File: src/rtl/ivt_pkg.sv
package ivt_pkg;
    typedef enum logic {
        ST_OFF   = 1'b0,
        ST_COUNT = 1'b1
    } tmr_state_e;

    typedef enum logic [1:0] {
        ACT_HOLD  = 2'd0,
        ACT_STEP  = 2'd1,
        ACT_MATCH = 2'd2,
        ACT_WRAP  = 2'd3
    } tick_act_e;
endpackage

File: src/rtl/ivt_fsm.sv
module ivt_fsm
    import ivt_pkg::*;
(
    input  logic      clk,
    input  logic      rst_n,
    input  logic      ctl_wr,
    input  logic      ctl_run,
    input  logic      tick_en,
    input  logic      cnt_eq,
    input  logic      cnt_max,
    output logic      running,
    output tick_act_e act
);
    tmr_state_e state_q;
    tmr_state_e state_d;

    // state register
    always_ff @(posedge clk) begin
        if (!rst_n) state_q <= ST_OFF;
        else        state_q <= state_d;
    end

    // transitions: START (OFF->COUNT), STOP (COUNT->OFF)
    always_comb begin
        state_d = state_q;
        unique case (state_q)
            ST_OFF:   if (ctl_wr && ctl_run)  state_d = ST_COUNT;
            ST_COUNT: if (ctl_wr && !ctl_run) state_d = ST_OFF;
            default:  state_d = ST_OFF;
        endcase
    end

    // outputs: tick classification
    always_comb begin
        running = 1'b0;
        act     = ACT_HOLD;
        unique case (state_q)
            ST_OFF: begin
                running = 1'b0;
                act     = ACT_HOLD;
            end
            ST_COUNT: begin
                running = 1'b1;
                if (tick_en) begin
                    if (cnt_eq)       act = ACT_MATCH;
                    else if (cnt_max) act = ACT_WRAP;
                    else              act = ACT_STEP;
                end
            end
            default: begin
                running = 1'b0;
                act     = ACT_HOLD;
            end
        endcase
    end
endmodule

File: src/rtl/ivt_count.sv
module ivt_count
    import ivt_pkg::*;
#(
    parameter int CNT_W = 12
) (
    input  logic             clk,
    input  logic             rst_n,
    input  logic             clr,
    input  tick_act_e        act,
    input  logic [CNT_W-1:0] period,
    output logic [CNT_W-1:0] cnt,
    output logic             cnt_eq,
    output logic             cnt_max
);
    localparam logic [CNT_W-1:0] ONE = CNT_W'(1);

    assign cnt_eq  = (cnt == period);
    assign cnt_max = &cnt;

    always_ff @(posedge clk) begin
        if (!rst_n) begin
            cnt <= '0;
        end else if (clr) begin
            cnt <= '0;
        end else begin
            unique case (act)
                ACT_STEP:  cnt <= cnt + ONE;
                ACT_MATCH: cnt <= '0;
                ACT_WRAP:  cnt <= '0;
                default:   cnt <= cnt;
            endcase
        end
    end
endmodule

File: src/rtl/ivt_flags.sv
module ivt_flags (
    input  logic clk,
    input  logic rst_n,
    input  logic set_done,
    input  logic set_ovf,
    input  logic clr,
    output logic done,
    output logic ovf
);
    // a set on the same edge as a clear wins
    always_ff @(posedge clk) begin
        if (!rst_n) begin
            done <= 1'b0;
            ovf  <= 1'b0;
        end else begin
            if (set_done)  done <= 1'b1;
            else if (clr)  done <= 1'b0;
            if (set_ovf)   ovf  <= 1'b1;
            else if (clr)  ovf  <= 1'b0;
        end
    end
endmodule

File: src/rtl/ivt_timer.sv
module ivt_timer
    import ivt_pkg::*;
#(
    parameter int CNT_W  = 12,
    parameter int PRIO_W = 3,
    localparam int STAT_W = 2 * CNT_W + 3
) (
    input  logic              clk,
    input  logic              rst_n,
    input  logic              tick_en,
    input  logic              ctl_wr,
    input  logic              ctl_run,
    input  logic              ctl_clr_cnt,
    input  logic              ctl_clr_flags,
    input  logic [CNT_W-1:0]  ctl_period,
    input  logic              prio_wr,
    input  logic [PRIO_W-1:0] prio_data,
    output logic [STAT_W-1:0] status,
    output logic              irq_req,
    output logic [PRIO_W-1:0] irq_prio
);
    logic [CNT_W-1:0]  period_q;
    logic [PRIO_W-1:0] prio_q;
    logic [CNT_W-1:0]  cnt;
    logic              cnt_eq;
    logic              cnt_max;
    logic              running;
    tick_act_e         act;
    logic              done;
    logic              ovf;

    always_ff @(posedge clk) begin
        if (!rst_n) begin
            period_q <= '0;
            prio_q   <= '0;
        end else begin
            if (ctl_wr)  period_q <= ctl_period;
            if (prio_wr) prio_q   <= prio_data;
        end
    end

    ivt_fsm u_fsm (
        .clk     (clk),
        .rst_n   (rst_n),
        .ctl_wr  (ctl_wr),
        .ctl_run (ctl_run),
        .tick_en (tick_en),
        .cnt_eq  (cnt_eq),
        .cnt_max (cnt_max),
        .running (running),
        .act     (act)
    );

    ivt_count #(.CNT_W(CNT_W)) u_count (
        .clk     (clk),
        .rst_n   (rst_n),
        .clr     (ctl_wr && ctl_clr_cnt),
        .act     (act),
        .period  (period_q),
        .cnt     (cnt),
        .cnt_eq  (cnt_eq),
        .cnt_max (cnt_max)
    );

    ivt_flags u_flags (
        .clk      (clk),
        .rst_n    (rst_n),
        .set_done (act == ACT_MATCH),
        .set_ovf  (act == ACT_WRAP),
        .clr      (ctl_wr && ctl_clr_flags),
        .done     (done),
        .ovf      (ovf)
    );

    assign status   = {cnt, running, done, ovf, period_q};
    assign irq_req  = done | ovf;
    assign irq_prio = prio_q;
endmodule

File: config.mk
export PLATFORM = sky130hd
export DESIGN_NAME = ivt_timer
export DESIGN_NICKNAME = d
export VERILOG_FILES = /design/src/rtl/ivt_pkg.sv /design/src/rtl/ivt_fsm.sv /design/src/rtl/ivt_count.sv /design/src/rtl/ivt_flags.sv /design/src/rtl/ivt_timer.sv
export SDC_FILE = /design/constraint.sdc
export NUM_CORES = 1
export LEC_CHECK = 0
export ABC_AREA = 1
export BUFFER_PORTS_ARGS = -buffer_cell sky130_fd_sc_hd__clkbuf_2
export CAP_MARGIN = 20
export CORE_MARGIN = 2
export CORE_UTILIZATION = 45
export DETAILED_ROUTE_END_ITERATION = 10
export PLACE_DENSITY = 0.78
export SLEW_MARGIN = 20
export SYNTH_ARGS = -nofsm -noshare
export SYNTH_HDL_FRONTEND = slang
export SYNTH_SLANG_ARGS = --single-unit
File: constraint.sdc
create_clock -name clk -period 1.95 [get_ports clk]
set_clock_uncertainty 0.1 [all_clocks]
set_input_delay 0.195 -clock clk [delete_from_list [all_inputs] [get_ports clk]]
set_output_delay 0.195 -clock clk [all_outputs]
set_load 0.01 [all_outputs]
**Yosys cells after proc, flatten, opt, wreduce, memory -nomap -nowiden**

Index checks and enable logic that the tools add are counted.

- Flip-flop bits (word level): 30
- Bits of input ports: 23
- Output and inout port bits: 31
- Logic and storage cells: 37

- $add $sub $neg: 1
- Eq/ne operators: 4
- Multiplexer cells: 12
- Bitwise logic cells: 3
- Reduce and logical (&&, ||, !) cells: 11

Operators by type and width:

| cell | number |
|---|---|
| $pmux W12 S2 | 1 |
| $add A12 B1 Y12 const B | 1 |
| $eq A12 B12 Y1 | 1 |
| $reduce_and A12 Y1 | 1 |
| $mux W2 | 3 |
| $reduce_bool A2 Y1 | 3 |
| $mux W1 | 5 |
| $eq A2 B2 Y1 const B | 2 |
| $logic_and A1 B1 Y1 | 4 |
| $pmux W1 S2 | 2 |
| $pmux W2 S2 | 1 |
| $reduce_or A2 Y1 | 2 |
| $eq A2 B1 Y1 const B | 1 |
| $not A1 Y1 | 2 |
| $logic_not A1 Y1 | 1 |
| $or A1 B1 Y1 | 1 |

**Logic depth before layout (Yosys ltp)**

Gate-level depths: netlist of the first run.

- Depth in word-level cells: 8
- Depth in mapped cells: 10
- Gate-level depth less buffers: 10

**By module**

A second synthesis of the first run with hierarchy kept.

- Cell total of the unflattened synthesis: 230
- Area, all modules: 1544.0 sq um

By module, submodules not included:

| module | times used | cells an instance | area an instance (sq um) |
|---|---|---|---|
| ivt_count | 1 | 104 | 732.0 |
| ivt_timer | 1 | 106 | 685.7 |
| ivt_flags | 1 | 10 | 72.6 |
| ivt_fsm | 1 | 10 | 53.8 |

**Worst setup path before layout of the first run**

No wires, ideal clock.

- Kind: reg-to-reg
- Start point: reg u_count.cnt[0]
- End point: reg u_count.cnt[2]
- Library setup time: 0.117 ns
- Data arrival time: 1.379 ns
- Data required time: 1.733 ns
- Setup slack: 0.354 ns
- Cell stages (with the launch flop): 9
- Period minus slack after synthesis: 1.596 ns
- Cell sequence: dfxtp_1 > ha_1 > nand2_1 > nor2_1 > nand4_1 > nor2_2 > nor2_2 > nand2_4 > nor2_1

- Longest elaborated chain between the ends: 8
- Elaborated cells between the ends (all ways): 13

RTL lines:

| what | RTL line | RTL |
|---|---|---|
| start, declared | ivt_count.sv:11 | `output logic [CNT_W-1:0] cnt,` |
| start signal, assigned | ivt_count.sv:27 | `ACT_STEP: cnt <= cnt + ONE;` |
| start signal, assigned | ivt_count.sv:30 | `default: cnt <= cnt;` |
| $reduce_and A12 Y1 | ivt_count.sv:18 | `assign cnt_max = &cnt;` |
| $mux W2 | ivt_fsm.sv:46 | `else if (cnt_max) act = ACT_WRAP;` |
| $mux W2 | ivt_fsm.sv:45 | `if (cnt_eq) act = ACT_MATCH;` |
| $mux W2 | ivt_fsm.sv:44 | `if (tick_en) begin` |
| $pmux W2 S2 | ivt_fsm.sv:37 | `unique case (state_q)` |
| $eq A2 B2 Y1 | ivt_count.sv:26 | `unique case (act)` |
| $reduce_or A2 Y1 (no source line) | - |  |
| $pmux W12 S2 or $reduce_bool A2 Y1 (tied branches) | - |  |

Several ways; a longest one is shown, not always the timed one.
A chain may end at the register's enable or synchronous reset.

**Worst setup path after layout of the first run**

- Start point: reg u_count.cnt[1]
- End point: reg u_count.cnt[8]

Same word-level chain as after synthesis.

==> metrics.cfg, run 1 <==
[worst_setup_path]
rr_endpoint = u_count.cnt[8]
r2r_cells = 8
cp.required_ns = 2.07
cp_max_fo = 8
r2r_slack_ns = 0.25
start_kind = flip-flop
reg2reg_from = u_count.cnt[1]
max_stage_delay_ns = 0.41
critPathCaptureType = flip-flop
crit_arrival_ns = 1.82
crit_slowest_cell = dfxtp_1
startpoint = u_count.cnt[1]
path_cells = ha_1 -> nand2_1 -> nor2_1 -> nand4_1 -> nor2_2 -> nor2_2 -> nand2_4 -> nor2_1
path_class = reg -> reg
crit_end = u_count.cnt[8]

[pwr]
combPwrFrac = 0.147
power_per_cell_area_mw_per_mm2 = 612.1
p_sw_frac = 0.2670
intPower_mw = 0.8499
leakage_nw = 0.8956
p_clk_frac = 0.289
p_sw_mw = 0.3096
vdd_drop_max_v = 0.0004601
seq_power_share = 0.565

[layout]
final_cell_mix = 53 x clkbuf_2, 40 x nand2_1, 37 x nor2_1
antenna_cells = 0
final_common_cell = clkbuf_2
area_delta_synth_final_pct = 29.29
nNetsFinal = 295
drive_above_1_share = 0.2731
finalInstanceArea_mm2 = 0.001894

[logic_synthesis]
netlist.area_leader.share = 0.4099
synth_seq_cells = 30
yosysUniqueCellTypes = 28
yosysWarnings = 0
yosys-top-cells-area = dfxtp_1 41%, nand2_1 10%, nor2_1 9.5%
synth.cell_area_mm2 = 0.001465
syn-num-nets = 231
seq_area_frac_synth = 0.4099
synth.avg_cell_area_um2 = 7.078
syn_inst = 207
yosysTopAreaCell = dfxtp_1

[clock_network]
cts.sinks = 30
cts_resized = 0
cts_max_path_buffers = 2
cts-root-buf = clkbuf_4
cts_max_level = 2
cts_buffers = 5
clock_latency_ns = 0.33
post_cts_buffers = 0
path_clk_slew_ns = 0.09
cts_tree = built

[flow_run]
cap_violations = 0

[timing]
setup_viol = 0
clock.fmax_mhz = 589.6
finalHoldViolCount = 0
period_needed_ns = 1.696
tns_ns = 0
finalMaxSlewViolations = 0
rsz0062_at_grt = false
worstMarginPinSlew_ns = 0.4575
fin_crit_sh = 0.8698
slew_headroom = 0.6931

[grt]
antenna_found_initial = 0
overflow = 0
grt_pass1_wl_um = 5733
grt_max_degree = 19
grt.total_usage = 0.2110
grt_pass1_vias = 1313

[routing]
vias = 1519
via_per_inst = 4.822
drtAntennaViolNets = 0
first_pass_iters = 4
route.detailed.drc = 0
drt-initial-drc-count = 38
wire_per_inst_um = 11.37
wl_um = 3580

[placed_design]
routabilityCongestion = 0.8956
io_buffer_count = 53
dpl_cell_area_mm2 = 0.001759
post-dp-hpwl_um = 2655

[floorplanning]
start_util = 0.4760
die-width_um = 61.06
rows = 20
coreArea_mm2 = 0.003078
die_area_mm2 = 0.003728
num_io_pins = 54
die_y_um = 61.06

[status]
status = complete, no violations

[min_path]
min_path_type = in -> reg

[metrics by stage]
stage               instances    util  power (mW)  setup WS (ns)  hold WS (ns)
floorplan                 207       -      0.7591         0.3543        0.2299
global placement          299  0.5715      0.8200         0.3914        0.3165
detailed placement        299  0.5715      0.8233         0.2875        0.3280
CTS                       315  0.6154       1.162         0.2778      0.002648
global route              315  0.6154       1.211         0.1310       0.04722
finish                    315  0.6154       1.159         0.2539      0.005022
[critical path, delay by kind of cell, from the launching register on]
kind	cells	cell delay [ns]
simple gates	7	0.88
flops	1	0.41
fa+ha+maj	1	0.20
[routing by layer]
layer / part of all wire / track usage / up-vias
met5: 0 / 0 / -
met4: 0.022 / 0.1180 / 0
met3: 0.055 / 0.03992 / 7
met2: 0.46 / 0.3480 / 56
met1: 0.46 / 0.2578 / 679
li1: - / - / 777
[logic make-up after synthesis]
kind of cell               after synthesis  synth area share
DFF                                     30            0.4099
buffers and inverters                   32           0.09307
AOI/OAI and AO/OA                       29           0.09906
adders and majority gates                1          0.008538
xor gates and xnor gates                12           0.07173
and+or+nand+nor                        103            0.3177
[registers in the layout, summed over array words and instances (netlist names), named ones only]
name,count
period_q,12
irq_prio,3
u_flags.ovf,1
u_count.cnt,12
u_flags.done,1
[Yosys cell counts (all sizes together)]
library cell,n
dfxtp,30
buf,5
clkinv,2
xor2,5
nor2,43
a21oi,10
nand4,4
clkbuf,2
nand3b,1
ha,1
nor3,3
o21ai,19
nand2,43
xnor2,7
inv,23
nand3,8
or2,1
[repair_timing]
action,CTS,global route
endpoints found under the setup margin,0,0
endpoints found under the hold margin,9,0
hold buffers,9,0
[cell type report]
type | count | area (µm²)
multi-input combinational | 145 | 728.2
timing repair buffer | 64 | 370.4
tap | 44 | 55.05
fill | 317 | 1184
sequential | 30 | 600.6
clock buffer | 7 | 45.04
inverter | 25 | 95.09
[worst min path at each step]
stage	start	endpoint	cells past startpoint
after global routing	prio_data[1]	irq_prio[1]	3
final	prio_data[1]	irq_prio[1]	3
after global placement	ctl_period[0]	period_q[0]	3
after floorplan	ctl_period[0]	period_q[0]	2
after CTS	prio_data[1]	irq_prio[1]	3
after detailed placement	ctl_run	flip-flop	3
[power groups by stage]
stage | logic (mW) | registers [mW] | clock network [mW]
floorplan | 0.0806 | 0.679 | 0
global placement | 0.151 | 0.669 | 0
detailed placement | 0.154 | 0.669 | 0
CTS | 0.169 | 0.655 | 0.338
global route | 0.193 | 0.659 | 0.359
finish | 0.170 | 0.655 | 0.335
(Power assumes the default switching activity.)
==> run 2, diff against run 1 <==
--- a/config.mk
+++ b/config.mk
@@ -5,7 +5,6 @@
 export SDC_FILE = /design/constraint.sdc
 export NUM_CORES = 1
 export LEC_CHECK = 0
-export ABC_AREA = 1
 export BUFFER_PORTS_ARGS = -buffer_cell sky130_fd_sc_hd__clkbuf_2
 export CAP_MARGIN = 20
 export CORE_MARGIN = 2
==> metrics.cfg, run 2 <==
[pwr]
combPwrFrac = 0.126
leakage_nw = 0.7874
finalPower_mw = 1.198
intPower_mw = 0.8798
power_per_cell_area_mw_per_mm2 = 657.1
seq_power_share = 0.545
vdd_drop_max_v = 0.0004649
p_clk_frac = 0.329
p_sw_frac = 0.2655
p_sw_mw = 0.3180

[layout]
final_cell_mix = 53 x clkbuf_2, 30 x dfxtp_1, 16 x mux2i_1, 16 x nor2b_1, 12 x xnor2_1
nNetsFinal = 226
final_cells = 247
antenna_cells = 0
area_delta_synth_final_pct = 25.39
drive_above_1_share = 0.3596
final_core_util = 0.5971
fillers = 289
finalInstanceArea_mm2 = 0.001823
final_common_cell = clkbuf_2

[floorplanning]
coreArea_mm2 = 0.003053
rows = 20
die_y_um = 60.84
num_io_pins = 54
die_area_mm2 = 0.003702
start_util = 0.4762
die-width_um = 60.84

[logic_synthesis]
yosysTopAreaCell = dfxtp_1
async_flop_share = 0
syn-num-nets = 170
syn_inst = 146
synth-main-ff-cell = dfxtp_1
netlist.area_leader.share = 0.4131
synth.avg_cell_area_um2 = 9.958
synth.cell_area_mm2 = 0.001454
seq_area_frac_synth = 0.4131
synth.most_common_cell = dfxtp_1
synth_seq_cells = 30
yosys-top-cells-area = dfxtp_1 41%, mux2i_1 11%, xnor2_1 7.2%
synth_edf_count = 0
yosysUniqueCellTypes = 33
synth_common_cells = 30 x dfxtp_1, 16 x mux2i_1, 16 x nor2b_1, 12 x xnor2_1
yosysWarnings = 0

[min_path]
holdPathStages = 3
holdPathEnd = period_q[1]
hp-start = ctl_period[1]
min_path_type = in -> reg

[routing]
wl_um = 3372
vias = 1283
first_pass_iters = 4
wire_per_inst_um = 13.65
via_per_inst = 5.194
drt-initial-drc-count = 43
drtAntennaViolNets = 0
route.detailed.drc = 0

[clock_network]
cts-root-buf = clkbuf_4
cts.sinks = 30
clock_latency_ns = 0.34
cts_buffers = 5
ctsHoldBuffers = 0
cts_tree = built
path_clk_slew_ns = 0.10
cts_max_level = 2
cts_max_path_buffers = 2

[placed_design]
routabilityCongestion = 0.8919
post-dp-hpwl_um = 2693
io_buffer_count = 53
dpl_cell_area_mm2 = 0.001757
dp_cells = 239

[grt]
overflow = 0
grt_max_degree = 20
grt_pass1_vias = 1226
antenna_found_initial = 0
grt.total_usage = 0.2088
grt_pass1_wl_um = 5540

[timing]
setup_viol = 0
clock.fmax_mhz = 574.9
worstMarginPinSlew_ns = 0.3933
period_needed_ns = 1.739
slew_headroom = 0.7358
tns_ns = 0
finalHoldViolCount = 0
rsz0062_at_grt = false
finalMaxSlewViolations = 0
fin_crit_sh = 0.8919

[worst_setup_path]
r2r_slack_ns = 0.21
path_cells = ha_1 -> and4_1 -> nand4_1 -> nand2_2 -> nor3_1
path_class = reg -> reg
cp.required_ns = 2.07
r2r_cells = 5
crit_slowest_cell = dfxtp_1
reg2reg_from = u_count.cnt[0]
start_kind = flip-flop
rr_endpoint = u_count.cnt[2]
critPathCaptureType = flip-flop
crit_arrival_ns = 1.86
cp_max_fo = 11
max_stage_delay_ns = 0.45

[flow_run]
cap_violations = 0

[status]
status = complete, no violations

-- run 2: cell types whose count changed after synthesis, sizes merged, moves of 5 or more --
cell,change
a21oi,-10
inv,-22
mux2i,+16
nand2,-37
nand4,+5
nor2,-42
nor2b,+16
nor3,+5
o21ai,-16
xnor2,+6
-- run 2: worst max-delay path by stage --
stage / from / end / depth (start not counted)
after CTS: u_count.cnt[0] / u_count.cnt[11] / 5
after global routing: u_count.cnt[0] / u_count.cnt[0] / 5
final: u_count.cnt[0] / u_count.cnt[2] / 5
after detailed placement: u_count.cnt[0] / u_count.cnt[11] / 5
after floorplan: u_count.cnt[4] / u_count.cnt[11] / 4
after global placement: u_count.cnt[0] / u_count.cnt[2] / 5
-- run 2: routing by layer --
metal  up-vias  share of wire  global-route usage
li1        632              -                   -
met1       609           0.42              0.2477
met2        37           0.51              0.3456
met3         5          0.059             0.08102
met4         0          0.012             0.07143
met5         -              0                   0
-- run 2: repair_timing --
action                                 in CTS  in global routing
endpoints found under the hold margin       0                  0
setup endpoints to repair                   0                 10
setup buffers                               0                  0
resized for setup                           0                  1
-- run 2: cells by family after synthesis --
family	Yosys count	share of synthesized area
AO/OA/AOI/OAI	10	0.05164
adder cells (fa/ha/maj)	1	0.008604
buffers and inverters	11	0.04561
AND/OR/NAND/NOR	59	0.2513
XOR/XNOR	19	0.1196
multiplexers	16	0.1102
flip-flops	30	0.4131
-- run 2: layout make-up --
| cell class | instances | area, µm² | area share |
|---|---|---|---|
| Clock buffer | 6 | 51.30 | 0.02814 |
| Clock inverter | 2 | 12.51 | 0.006863 |
| Inverter | 1 | 3.754 | 0.002059 |
| Multi-Input combinational cell | 105 | 789.5 | 0.4331 |
| Sequential cell | 30 | 600.6 | 0.3294 |
| Tap cell | 44 | 55.05 | 0.03020 |
| Timing Repair Buffer | 59 | 310.3 | 0.1702 |
-- run 2: critical path, delay by kind of cell (launching register included) --
| family | cells | cell delay (ns) |
|---|---|---|
| fa+ha+maj | 1 | 0.23 |
| flops | 1 | 0.45 |
| simple gates | 4 | 0.84 |
-- run 2: power groups by stage --
| stage | sequential (mW) | clock, mW | combinational, mW |
|---|---|---|---|
| 6_report | 0.653 | 0.394 | 0.151 |
| 5_1_grt | 0.657 | 0.435 | 0.167 |
| 4_1_cts | 0.653 | 0.403 | 0.152 |
| 3_5_place_dp | 0.667 | 0 | 0.151 |
| 3_3_place_gp | 0.666 | 0 | 0.146 |
| 2_1_floorplan | 0.673 | 0 | 0.0858 |
-- run 2: stage by stage --
stage | setup WS, ns | hold slack (ns)
finish | 0.2107 | 0.02037
global placement | 0.2630 | 0.3520
floorplan | 0.3265 | 0.2645
detailed placement | 0.1348 | 0.3641
global route | 0.08095 | 0.01617
CTS | 0.1207 | 0.01332
